<file path="src/rtl/dscp_rew_pkg.sv">
package dscp_rew_pkg;
  localparam int DSCP_W    = 6;
  localparam int QOS_W     = 3;
  localparam int DP_W      = 2;
  localparam int NUM_PORTS = 70;
  localparam int TBL_IDX_W = QOS_W + DP_W;
  localparam int TBL_DEPTH = 1 << TBL_IDX_W;
  localparam int PORT_W    = $clog2(NUM_PORTS);
  localparam int ADDR_W    = (PORT_W > TBL_IDX_W) ? PORT_W : TBL_IDX_W;
  localparam int WORD_W    = 32;
  localparam int TBL_LSB   = 4;
  localparam int REMAP_BIT = 0;
  localparam int UPD_BIT   = 1;
  localparam int TRUST_BIT = 8;

  typedef struct packed {
    logic tblWe;
    logic portWe;
    logic rdTblHit;
    logic rdPortHit;
    logic [TBL_IDX_W-1:0] tblIdx;
    logic [PORT_W-1:0] portIdx;
    logic [DSCP_W-1:0] dscpVal;
    logic trustVal;
    logic updVal;
    logic remapVal;
  } ctrlStrobes_t;
endpackage

</file>
<file path="src/rtl/dscp_rew_ctrl.sv">
module dscp_rew_ctrl
  import dscp_rew_pkg::*;
(
  input  logic regWe,
  input  logic regSel,
  input  logic [ADDR_W-1:0] regAddr,
  input  logic [WORD_W-1:0] regWrData,
  output ctrlStrobes_t strb
);
  logic tblHit;
  logic portHit;

  assign tblHit  = regAddr < ADDR_W'(TBL_DEPTH);
  assign portHit = regAddr < ADDR_W'(NUM_PORTS);

  always_comb begin
    strb = '0;
    strb.tblWe     = regWe & ~regSel & tblHit;
    strb.portWe    = regWe & regSel & portHit;
    strb.rdTblHit  = ~regSel & tblHit;
    strb.rdPortHit = regSel & portHit;
    strb.tblIdx    = regAddr[TBL_IDX_W-1:0];
    strb.portIdx   = regAddr[PORT_W-1:0];
    strb.dscpVal   = regWrData[TBL_LSB +: DSCP_W];
    strb.trustVal  = regWrData[TRUST_BIT];
    strb.updVal    = regWrData[UPD_BIT];
    strb.remapVal  = regWrData[REMAP_BIT];
  end
endmodule

</file>
<file path="src/rtl/dscp_rew_dp.sv">
module dscp_rew_dp
  import dscp_rew_pkg::*;
(
  input  logic clk,
  input  logic rstN,
  input  ctrlStrobes_t strb,
  input  logic inValid,
  input  logic [PORT_W-1:0] inPort,
  input  logic [QOS_W-1:0] inQos,
  input  logic [DP_W-1:0] inDp,
  input  logic [DSCP_W-1:0] inDscp,
  output logic outValid,
  output logic [DSCP_W-1:0] outDscp,
  output logic [WORD_W-1:0] rdData
);
  logic [DSCP_W-1:0] tblMem [TBL_DEPTH];
  logic [NUM_PORTS-1:0] trustQ;
  logic [NUM_PORTS-1:0] updQ;
  logic [NUM_PORTS-1:0] remapQ;

  always_ff @(posedge clk or negedge rstN) begin
    if (!rstN) begin
      for (int i = 0; i < TBL_DEPTH; i++) tblMem[i] <= '0;
    end else if (strb.tblWe) begin
      tblMem[strb.tblIdx] <= strb.dscpVal;
    end
  end

  for (genvar p = 0; p < NUM_PORTS; p++) begin : g_port
    always_ff @(posedge clk or negedge rstN) begin
      if (!rstN) begin
        trustQ[p] <= 1'b1;
        updQ[p]   <= 1'b0;
        remapQ[p] <= 1'b0;
      end else if (strb.portWe && strb.portIdx == PORT_W'(p)) begin
        trustQ[p] <= strb.trustVal;
        updQ[p]   <= strb.updVal;
        remapQ[p] <= strb.remapVal;
      end
    end
  end

  logic portOk;
  logic [PORT_W-1:0] portSafe;
  logic [TBL_IDX_W-1:0] lkIdx;
  logic useClass;
  logic [DSCP_W-1:0] nextDscp;

  assign portOk   = inPort < PORT_W'(NUM_PORTS);
  assign portSafe = portOk ? inPort : '0;
  assign lkIdx    = {inDp, inQos};
  assign useClass = portOk & trustQ[portSafe] & (updQ[portSafe] | remapQ[portSafe]);
  assign nextDscp = useClass ? tblMem[lkIdx] : inDscp;

  always_ff @(posedge clk or negedge rstN) begin
    if (!rstN) begin
      outValid <= 1'b0;
      outDscp  <= '0;
    end else begin
      outValid <= inValid;
      if (inValid) outDscp <= nextDscp;
    end
  end

  logic [PORT_W-1:0] rdPortSafe;
  assign rdPortSafe = strb.rdPortHit ? strb.portIdx : '0;

  always_comb begin
    rdData = '0;
    if (strb.rdTblHit) rdData[TBL_LSB +: DSCP_W] = tblMem[strb.tblIdx];
    if (strb.rdPortHit) begin
      rdData[TRUST_BIT] = trustQ[rdPortSafe];
      rdData[UPD_BIT]   = updQ[rdPortSafe];
      rdData[REMAP_BIT] = remapQ[rdPortSafe];
    end
  end
endmodule

</file>
<file path="src/rtl/dscp_rew.sv">
module dscp_rew
  import dscp_rew_pkg::*;
(
  input  logic clk,
  input  logic rstN,
  input  logic regWe,
  input  logic regSel,
  input  logic [ADDR_W-1:0] regAddr,
  input  logic [WORD_W-1:0] regWrData,
  output logic [WORD_W-1:0] regRdData,
  input  logic inValid,
  input  logic [PORT_W-1:0] inPort,
  input  logic [QOS_W-1:0] inQos,
  input  logic [DP_W-1:0] inDp,
  input  logic [DSCP_W-1:0] inDscp,
  output logic outValid,
  output logic [DSCP_W-1:0] outDscp
);
  ctrlStrobes_t strb;

  dscp_rew_ctrl u_ctrl (
    .regWe(regWe), .regSel(regSel), .regAddr(regAddr),
    .regWrData(regWrData), .strb(strb)
  );

  dscp_rew_dp u_dp (
    .clk(clk), .rstN(rstN), .strb(strb),
    .inValid(inValid), .inPort(inPort), .inQos(inQos), .inDp(inDp),
    .inDscp(inDscp), .outValid(outValid), .outDscp(outDscp),
    .rdData(regRdData)
  );
endmodule

</file>
<file path="config.mk">
export PLATFORM = sky130hd
export DESIGN_NAME = dscp_rew
export DESIGN_NICKNAME = d
export VERILOG_FILES = /design/src/rtl/dscp_rew_pkg.sv /design/src/rtl/dscp_rew_ctrl.sv /design/src/rtl/dscp_rew_dp.sv /design/src/rtl/dscp_rew.sv
export SDC_FILE = /design/constraint.sdc
export NUM_CORES = 1
export LEC_CHECK = 0
export ABC_AREA = 1
export CAP_MARGIN = 10
export CORE_ASPECT_RATIO = 0.5
export CORE_MARGIN = 1.5
export CORE_UTILIZATION = 56
export DETAILED_ROUTE_END_ITERATION = 7
export DONT_BUFFER_PORTS = 1
export PLACE_DENSITY = 0.71
export SETUP_SLACK_MARGIN = 0.15
export SLEW_MARGIN = 10
export SYNTH_ARGS = -nofsm -noshare
export SYNTH_HDL_FRONTEND = slang
export SYNTH_HIERARCHICAL = 1
export SYNTH_SLANG_ARGS = --single-unit
export TNS_END_PERCENT = 50
</file>
<file path="constraint.sdc">
create_clock -name clk -period 4.61 [get_ports clk]
set_input_delay 0.922 -clock clk [delete_from_list [all_inputs] [get_ports clk]]
set_output_delay 0.922 -clock clk [all_outputs]
set_load 0.02 [all_outputs]
</file>
# --- Yosys cells after proc, flatten, opt, wreduce, memory -nomap -nowiden ---
# Index checks and enable logic that the tools add are counted.
totals:
  reg_bits: 409
  latch_bits: 0
  ramBits: 0
  mem_bits_ro: 0
  input_bits: 62
  out_inout_bits: 39
  wordCells: 432
  memories: 0
classes:
  addsub: 0
  multipliers: 0
  div: 0
  n_lt_le_gt_ge: 8
  eq_ne: 69
  shifts: 0
  mux: 27
  n_bitwise: 12
  reduce_logical: 72
op_table:
  columns: ["cell", "count"]
  rows:
  - ["7-bit by 6-bit == test with 1-bit output (second input constant)", 32]
  - ["192-bit bitwise mux", 1]
  - ["7-bit by 5-bit == test with 1-bit output (second input constant)", 16]
  - ["1-bit logical AND", 71]
  - ["6-bit binary-select mux with 5-bit select", 2]
  - ["7-bit by 4-bit == test with 1-bit output (second input constant)", 8]
  - ["1-bit binary-select mux with 7-bit select", 6]
  - ["7-bit == test (second input constant)", 6]
  - ["6-bit two-way mux", 7]
  - ["6-bit demux with 5-bit select", 1]
  - ["7-bit by 3-bit == test with 1-bit output (second input constant)", 4]
  - ["7-bit by 8-bit < comparator with 1-bit output (second input constant)", 2]
  - ["7-bit by 2-bit == test with 1-bit output (second input constant)", 2]
  - ["7-bit < comparator (second input constant)", 2]
  - ["7-bit two-way mux", 2]
  - ["6-bit >= comparator (second input constant)", 2]
  - ["5-bit NOT with 6-bit output", 2]
  - ["1-bit bitwise AND", 8]
  - ["7-bit by 1-bit == test with 1-bit output (second input constant)", 1]
  - ["7-bit zero test", 1]
  - ["7-bit by 6-bit < comparator with 1-bit output (second input constant)", 1]
  - ["1-bit two-way mux", 7]
  - ["6-bit by 1-bit < comparator with 1-bit output (second input constant)", 1]
  - ["2-bit two-way mux", 1]
  - ["other kinds (2)", 2]

# --- Depth between registers and ports, before layout ---
# Gate-level depths: netlist (run 1).
depth:
  depth_word: 7
  ltp_mapped: 22
  mapped_depth_nobuf: 20

# --- Cells and area by module ---
# The synthesis (run 1) kept the hierarchy.
by_module_without_submodules:
  columns: ["module", "instances", "cells_per_inst", "area_per_inst_um2", "seq_area_each_um2"]
  rows:
  - ["dscp_rew_dp", 1, 3057, 22519.1, 10322.4]
  - ["dscp_rew_ctrl", 1, 33, 209.0, 0.0]

# --- Least setup slack after synthesis (run 1) ---
# No wires, ideal clock.
synth_path:
  kind: "input port to output port"
  start: "input port regAddr[5]"
  end: "output port regRdData[0]"
  t_arrival_ps: 3070
  required_ps: 3688
  setup_slack_ps: 618
  path_stages: 13
  n_path_buf: 2
  cell_sequence: "nor2_1 nand3_1 a21oi_1 nand2_1 inv_1 buf_2 clkbuf_1 a21oi_1 o311ai_0 o311ai_0 nand4_1 nand2_1 nor2_1"
synth_lines:
  columns: ["element", "line_no", "rtl"]
  rows:
  - ["from (decl)", "dscp_rew.sv:8", "input logic [ADDR_W-1:0] regAddr,"]
  - ["to (decl)", "dscp_rew.sv:10", "output logic [WORD_W-1:0] regRdData,"]

# --- Final worst setup path (run 1) ---
layout_path:
  start: "input port regAddr[0]"
  end: "output port regRdData[8]"
layout_via:
  elab_chain_len: 6
  word_cells_on_any_way: 13
  cone_classes: "order compare (2); mux (8); bitwise (3)"
layout_lines:
  columns: ["element", "line_no", "rtl"]
  rows:
  - ["7-bit < comparator / 5-bit NOT with 6-bit output (equally long branches)", "dscp_rew_ctrl.sv:14, dscp_rew_dp.sv:70", null]
  - ["1-bit bitwise AND / 6-bit binary-select mux with 5-bit select (equally long branches)", "dscp_rew_ctrl.sv:21, dscp_rew_dp.sv:70", null]
  - ["7-bit two-way mux / 6-bit two-way mux (equally long branches)", "dscp_rew_dp.sv:66, dscp_rew_dp.sv:70", null]
  - ["1-bit binary-select mux with 7-bit select / 6-bit two-way mux (equally long branches)", "dscp_rew_dp.sv:72, dscp_rew_dp.sv:70", null]
  - ["1-bit two-way mux (not written as such) / 6-bit two-way mux (equally long branches)", "dscp_rew_dp.sv:72, dscp_rew_dp.sv:70", null]
  - ["1-bit two-way mux (*)", "dscp_rew_dp.sv:71", "if (strb.rdPortHit) begin"]
# Every way passes the cells marked *; elsewhere a longest branch is shown, timed or not. The select of a mux whose other input is x is not followed.

==> results of run 1 <==
==> worst max path at each step <==
stage | start | endpoint | slack, ns | depth (start not counted)
4_1_cts | regAddr[5] | regRdData[8] | 0.35 | 16
6_report | regAddr[0] | regRdData[8] | 0.24 | 10
2_1_floorplan | regAddr[5] | regRdData[0] | 0.62 | 13
3_3_place_gp | regAddr[5] | regRdData[8] | 0.36 | 16
5_1_grt | regAddr[5] | regRdData[8] | 0.13 | 16
3_5_place_dp | regAddr[5] | regRdData[8] | 0.36 | 16
==> state kept, by name, indices dropped and copies added, names as in the netlist <==
name / count
u_dp/trustQ: 70
u_dp/updQ: 70
u_dp/remapQ: 70
u_dp/outDscp: 6
u_dp/outValid: 1
u_dp/tblMem: 192
==> per-stage QoR <==
step,instances,worst slack [ns]
detailed placement,3463,0.361
global placement,3463,0.358
global route,3536,0.133
floorplan,3113,0.618
CTS,3535,0.348
finish,3536,0.236
==> critical path: cells and delay by family <==
kind / cells / cell delay, ns
compound gates: 5 / 1.48
simple gates: 1 / 0.24
buf+inv: 4 / 0.80
==> what timing repair did <==
action | 4_1_cts | 5_1_grt
endpoints found under the setup margin | 0 | 1
resized for setup | 0 | 1
endpoints found under the hold margin | 0 | 0
==> metal layers <==
| metal | wire length [um] | share of wire [%] | GRT usage [%] | vias to the layer above |
|---|---|---|---|---|
| li1 | - | - | - | 10100 |
| met1 | 30400 | 40 | 50.3 | 10400 |
| met2 | 32600 | 43 | 52.8 | 1417 |
| met3 | 8750 | 12 | 7.77 | 266 |
| met4 | 3420 | 4.5 | 16.2 | 0 |
| met5 | 0 | 0 | 0 | - |
==> synth_stat cells (4+ instances only) <==
cell type  instances
a21boi_0           4
a21oi_1          105
a22oi_1           74
a31oi_1            7
buf_1             12
buf_2             18
buf_4             53
buf_6              7
clkbuf_1         157
clkinv_1           4
dfrtp_1          339
dfstp_2           70
inv_1            127
inv_2              4
nand2_1          923
nand2_4            4
nand3_1          214
nand3b_1          12
nand4_1            6
nor2_1           195
nor3_1            15
o211ai_1          15
o21ai_0          631
o21ai_1           10
o221ai_1          32
o22ai_1           18
o311ai_0           5
==> area by class of cell <==
cell class | count | area share (%)
Clock inverter | 14 | 0.589
Clock buffer | 58 | 4.70
Inverter | 135 | 2.09
Tap cell | 530 | 2.74
Multi-Input combinational cell | 2322 | 44.7
Timing Repair Buffer | 68 | 2.59
Sequential cell | 409 | 42.6
==> cells by family (layout without fill, tap and decap cells) <==
kind of cell,Yosys count,in the layout
AND/OR/NAND/NOR,1380,1380
other,1,24
AO/OA/AOI/OAI,918,918
flip-flops,409,409
buffers and inverters,382,275
==> where the power goes <==
group	total, uW	switching (uW)	internal [uW]
Sequential	3880	124	3750
Clock	3310	1470	1840
Combinational	893	615	278
Total	8080	2210	5870
==> cell usage in the layout (no fill, tap or decap), types with 10 or more instances in the layout <==
cell,instances
nand2_1,922
o21ai_0,631
dfrtp_1,339
nand3_1,214
nor2_1,193
inv_1,123
a21oi_1,105
a22oi_1,74
dfstp_2,70
buf_4,59
clkbuf_16,41
o221ai_1,32
conb_1,24
o22ai_1,18
o211ai_1,15
nor3_1,13
nand3b_1,12
clkbuf_1,11
o21ai_1,10
==> flow_summary.ini, run 1 <==
[floorplanning]
num_rows = 51
initial_utilization_pct = 57.6
die_x_um = 288
core-area_um2 = 39400
dieArea_um2 = 41900
io_pins = 101
dieHeight_um = 145

[cells_and_area]
fill_cells = 3634
layout-drive-gt1-share_pct = 7.55
n_antenna_cell = 0
postLayoutCoreUtil_pct = 61.4
nNetsFinal = 3037
area_growth_pct = 6.53
multi_input_area_um2 = 10800
final_cell_area_um2 = 24200
seq_area_um2 = 10300

[clock_network]
clock_latency_ns = 0.56
post_cts_buffers = 0
cts-hold-fix-buffers = 0
cts-root-buf = clkbuf_16
cts_buffer_depth = 3
cts_buffers = 39
numClockSinks = 409
cts_max_level = 2
clk_pin_slew_ns = 0.06
cts_tree = done

[power_and_ir_drop]
p_total_uw = 8080
power_density_nw_per_um2 = 334
vdd_ir_drop_max_mv = 0.250
cellLeakagePower_uw = 0.0102

[place]
place.gp.congestion = 0.940
hpwl_mm = 46.5
port-buffer-count = 0
dpl_cell_area_um2 = 22900

[routing]
wire_per_inst_um = 21.3
vias_per_cell = 6.27
dr.pass1.iters = 6
first_iter_violations = 3366
drtAntennaViolNets = 0
drc = 0
vias = 22200
routed_wl_mm = 75.2

[logic_synthesis]
synth_fa_ha_area_share_pct = 0
synth-simple-area-share_pct = 24.8
ys.flop_type = dfrtp_1
synth_compound_area_share_pct = 22.3
yosys_warnings = 6
syn_avg_cell_area_um2 = 7.36
synth-xor-area-share_pct = 0
ys_seq_elements = 409
async_flop_share_pct = 100
ys_types = 47
synth_area_um2 = 22700
ys_top_cells_by_area = dfrtp_1, nand2_1, o21ai_0
synth_top_area_share_pct = 37.3
synth_edf_count = 0
netlist_instances = 3090
synth_top_family_by_area = simple AND/OR/NAND/NOR gates
ys_seq_area_share_pct = 45.4
synth_top_area_cell = dfrtp_1
synthMuxAreaShare_pct = 0

[setup_path]
cp_data_arrival_time_ns = 3.45
critPathKind = input port to primary output
crit_fanout = 21
r2r_cells = 17
worstReg2RegEnd = u_dp/outDscp[5]$_DFFE_PN0P_
r2r_setup_slack_ns = 2.58
critPathSlowestCell = o31ai_1
start_kind = input port
r2r-start = u_dp/trustQ[35]$_DFFE_PN1P_
cp-end-kind = primary output
path_cells = inv_1 -> nand2_1 -> clkinv_1 -> buf_12 -> a22oi_1 -> a21boi_0 -> a2111o_1 -> o31ai_1 -> a21oi_1 -> buf_4
slowest_delay_ns = 0.53
worstPathRequired_ns = 3.69

[flow_run]
drv_cap = 0

[sta]
finalHoldViolations = 0
period_needed_ns = 4.37
grt_setup_unrepaired = true
slew_viol_final = 0
finalSetupViolCount = 0
skew_ns = 0.0179
min_period_over_period_pct = 94.9
setup_tns_ns = 0
holdWs_ns = 0.0799
worstMarginPinSlew_ns = 1.15
max_slew_margin_pct = 23.0
timing.fmax_ghz = 0.229

[grt]
grt_max_degree = 410
grt.overflow.total = 0
grt_pass1_vias = 20300
grt_pass1_wl_mm = 117
grt_usage_pct = 35.7
antenna_found_initial = 1

[hold_path]
min_path_type = input port to async pin

[status]
status = completed
Power figures use the tool's default switching activity.
==> inputs of run 2 (changes only) <==
--- a/config.mk
+++ b/config.mk
@@ -17,6 +17,5 @@
 export SLEW_MARGIN = 10
 export SYNTH_ARGS = -nofsm -noshare
 export SYNTH_HDL_FRONTEND = slang
-export SYNTH_HIERARCHICAL = 1
 export SYNTH_SLANG_ARGS = --single-unit
 export TNS_END_PERCENT = 50
==> flow_summary.ini, run 2 <==
[status]
status = finished, violations left
violations = design-rule violations

[logic_synthesis]
ys_top_cells_by_area = dfrtp_1, nand2_1, o21ai_0
synth_top_area_cell = dfrtp_1
ys.flop_type = dfrtp_1
synth_area_um2 = 22800
ys_types = 45
synth.most_common_cell = nand2_1
netlist_instances = 3076
synthTopCellsByCount = nand2_1, o21ai_0, nand3_1
synth_top_area_share_pct = 37.1
ys_seq_area_share_pct = 45.2
async_flop_share_pct = 100
syn_avg_cell_area_um2 = 7.43
yosys_warnings = 0
ys_seq_elements = 409
synth_edf_count = 0

[clock_network]
clock_latency_ns = 0.58
cts_buffer_depth = 3
cts_buffers = 40
cts_max_level = 2
post_cts_buffers = 0
cts-root-buf = clkbuf_16
cts-hold-fix-buffers = 0
numClockSinks = 409
clk_pin_slew_ns = 0.06
cts_tree = done

[setup_path]
start_kind = input port
critPathSlowestCell = buf_4
r2r_cells = 14
slowest_delay_ns = 0.47
crit_fanout = 35
cp_data_arrival_time_ns = 3.38
worstPathRequired_ns = 3.69
path_cells = nor2_2 -> nand2_1 -> o21ai_1 -> nand2_2 -> nor2_4 -> buf_4 -> o211ai_1 -> nand3_1 -> nand3_1 -> nand3_1 -> nand3_1 -> nand2_1 -> nand2_1 -> nand2_1 -> buf_4
critPathKind = input port to primary output
cp-end-kind = primary output

[cells_and_area]
largest-register = u_dp.tblMem
seq_area_um2 = 10300
layout-drive-gt1-share_pct = 7.96
final_cell_mix = nand2_1, o21ai_0, nand3_1, dfrtp_1, nor2_1
layout_commonest_cell = nand2_1
largest_reg_flops = 192
area_growth_pct = 6.84
nNetsFinal = 3008
n_antenna_cell = 0
multi_input_area_um2 = 11000
postLayoutCoreUtil_pct = 60.5
fill_cells = 3709

[power_and_ir_drop]
p_total_uw = 8380
vdd_ir_drop_max_mv = 0.210
power_frac_comb_pct = 10.8
power_frac_clock_pct = 43.1
swShare_pct = 27.0
p_sw_uw = 2270
power_density_nw_per_um2 = 343
p_int_uw = 6120
power_frac_seq_pct = 46.2
cellLeakagePower_uw = 0.0101

[floorplanning]
io_pins = 101
core-area_um2 = 40300
dieArea_um2 = 42100
initial_utilization_pct = 56.6
num_rows = 52
die_x_um = 289
dieHeight_um = 146

[sta]
slew_viol_final = 0
setup_tns_ns = 0
finalHoldViolations = 0
finalSetupViolCount = 0
grt_setup_unrepaired = false
timing.fmax_ghz = 0.233
period_needed_ns = 4.30
skew_ns = 0.0254
worstMarginPinSlew_ns = 1.43
min_period_over_period_pct = 93.3
max_slew_margin_pct = 4.58

[routing]
dr.pass1.iters = 8
wire_per_inst_um = 21.6
vias = 22200
routed_wl_mm = 75.9
first_iter_violations = 3110
drc = 1
vias_per_cell = 6.32
drtAntennaViolNets = 0

[grt]
antenna_found_initial = 1
grt_pass1_vias = 20500
grt_max_degree = 410
grt_usage_pct = 36.3
grt_pass1_wl_mm = 119
grt.overflow.total = 0

[place]
place.gp.congestion = 0.950
hpwl_mm = 46.0
port-buffer-count = 0

[flow_run]
drv_cap = 0

[hold_path]
min_path_type = input port to async pin
-- run 2: cell types whose count changed after synthesis, moves of 15 or more --
cell and delta:
buf_4 -15, a21oi_1 -37, o211ai_1 +33, o21ai_0 -68, nor2_1 -74, nand3_1 +175
buf_2 +21, nand2_1 -53
-- run 2: metrics by stage --
stage	std cells	cell area (um^2)	hold WS (ns)	setup slack, ns
finish	3518	24400	0.0657	0.311
global route	3518	24400	0.0557	0.216
CTS	3518	24400	0.0499	0.260
detailed placement	3444	23000	0.474	0.262
global placement	3444	23000	0.467	0.284
floorplan	3099	22900	0.453	0.972
-- run 2: logic make-up after synthesis --
group / after synthesis / synth area share [%]
other: 1 / 0.0164
buffers and inverters: 377 / 7.16
multiplexers: 1 / 0.0438
AO/OA/AOI/OAI: 843 / 20.9
AND/OR/NAND/NOR: 1445 / 26.7
flip-flops: 409 / 45.2
-- run 2: worst max-delay path: cells and delay by family --
family,cells,cell delay [ns]
simple gates,11,1.48
buf+inv,2,0.64
compound gates,2,0.32
-- run 2: cell type report --
cell class | instances | area share, %
multi-input combinational | 2313 | 45.1
sequential | 409 | 42.3
clock buffer | 58 | 4.75
tap | 540 | 2.77
timing repair buffer | 58 | 2.16
inverter | 124 | 1.93
clock inverter | 16 | 0.974
-- run 2: final timing paths --
| check | from | to | slack (ns) |
|---|---|---|---|
| worst max-delay path | regAddr[4] | regRdData[8] | 0.31 |
| worst min-delay path | rstN | u_dp.updQ[29]$_DFFE_PN0P_ | 0.07 |
| worst max register to register | u_dp.remapQ[62]$_DFFE_PN0P_ | u_dp.outDscp[1]$_DFFE_PN0P_ | 2.45 |
| worst min register to register | u_dp.remapQ[24]$_DFFE_PN0P_ | u_dp.remapQ[24]$_DFFE_PN0P_ | 0.49 |
| max in group asynchronous | rstN | u_dp.tblMem[115]$_DFFE_PN0P_ | 3.41 |
| min in group clk | inValid | u_dp.outValid$_DFF_PN0_ | 0.39 |
-- run 2: power groups by stage --
| stage | clock network, uW | registers [uW] | logic (uW) |
|---|---|---|---|
| finish | 3610 | 3870 | 902 |
| global route | 3760 | 3890 | 987 |
| CTS | 3630 | 3870 | 877 |
| detailed placement | 0 | 3930 | 875 |
| global placement | 0 | 3930 | 858 |
| floorplan | 0 | 3900 | 674 |
-- run 2: what timing repair did --
action	CTS	global route
endpoints found under the hold margin	0	0
setup endpoints to repair	0	1
resized for setup	0	5
-- run 2: metal layers --
metal | global-route usage, % | share of wire (%) | wire (um)
met1 | 52.0 | 41 | 31500
met2 | 54.4 | 44 | 33300
met3 | 7.35 | 11 | 8280
met4 | 13.5 | 3.7 | 2800
met5 | 0 | 0.016 | 12
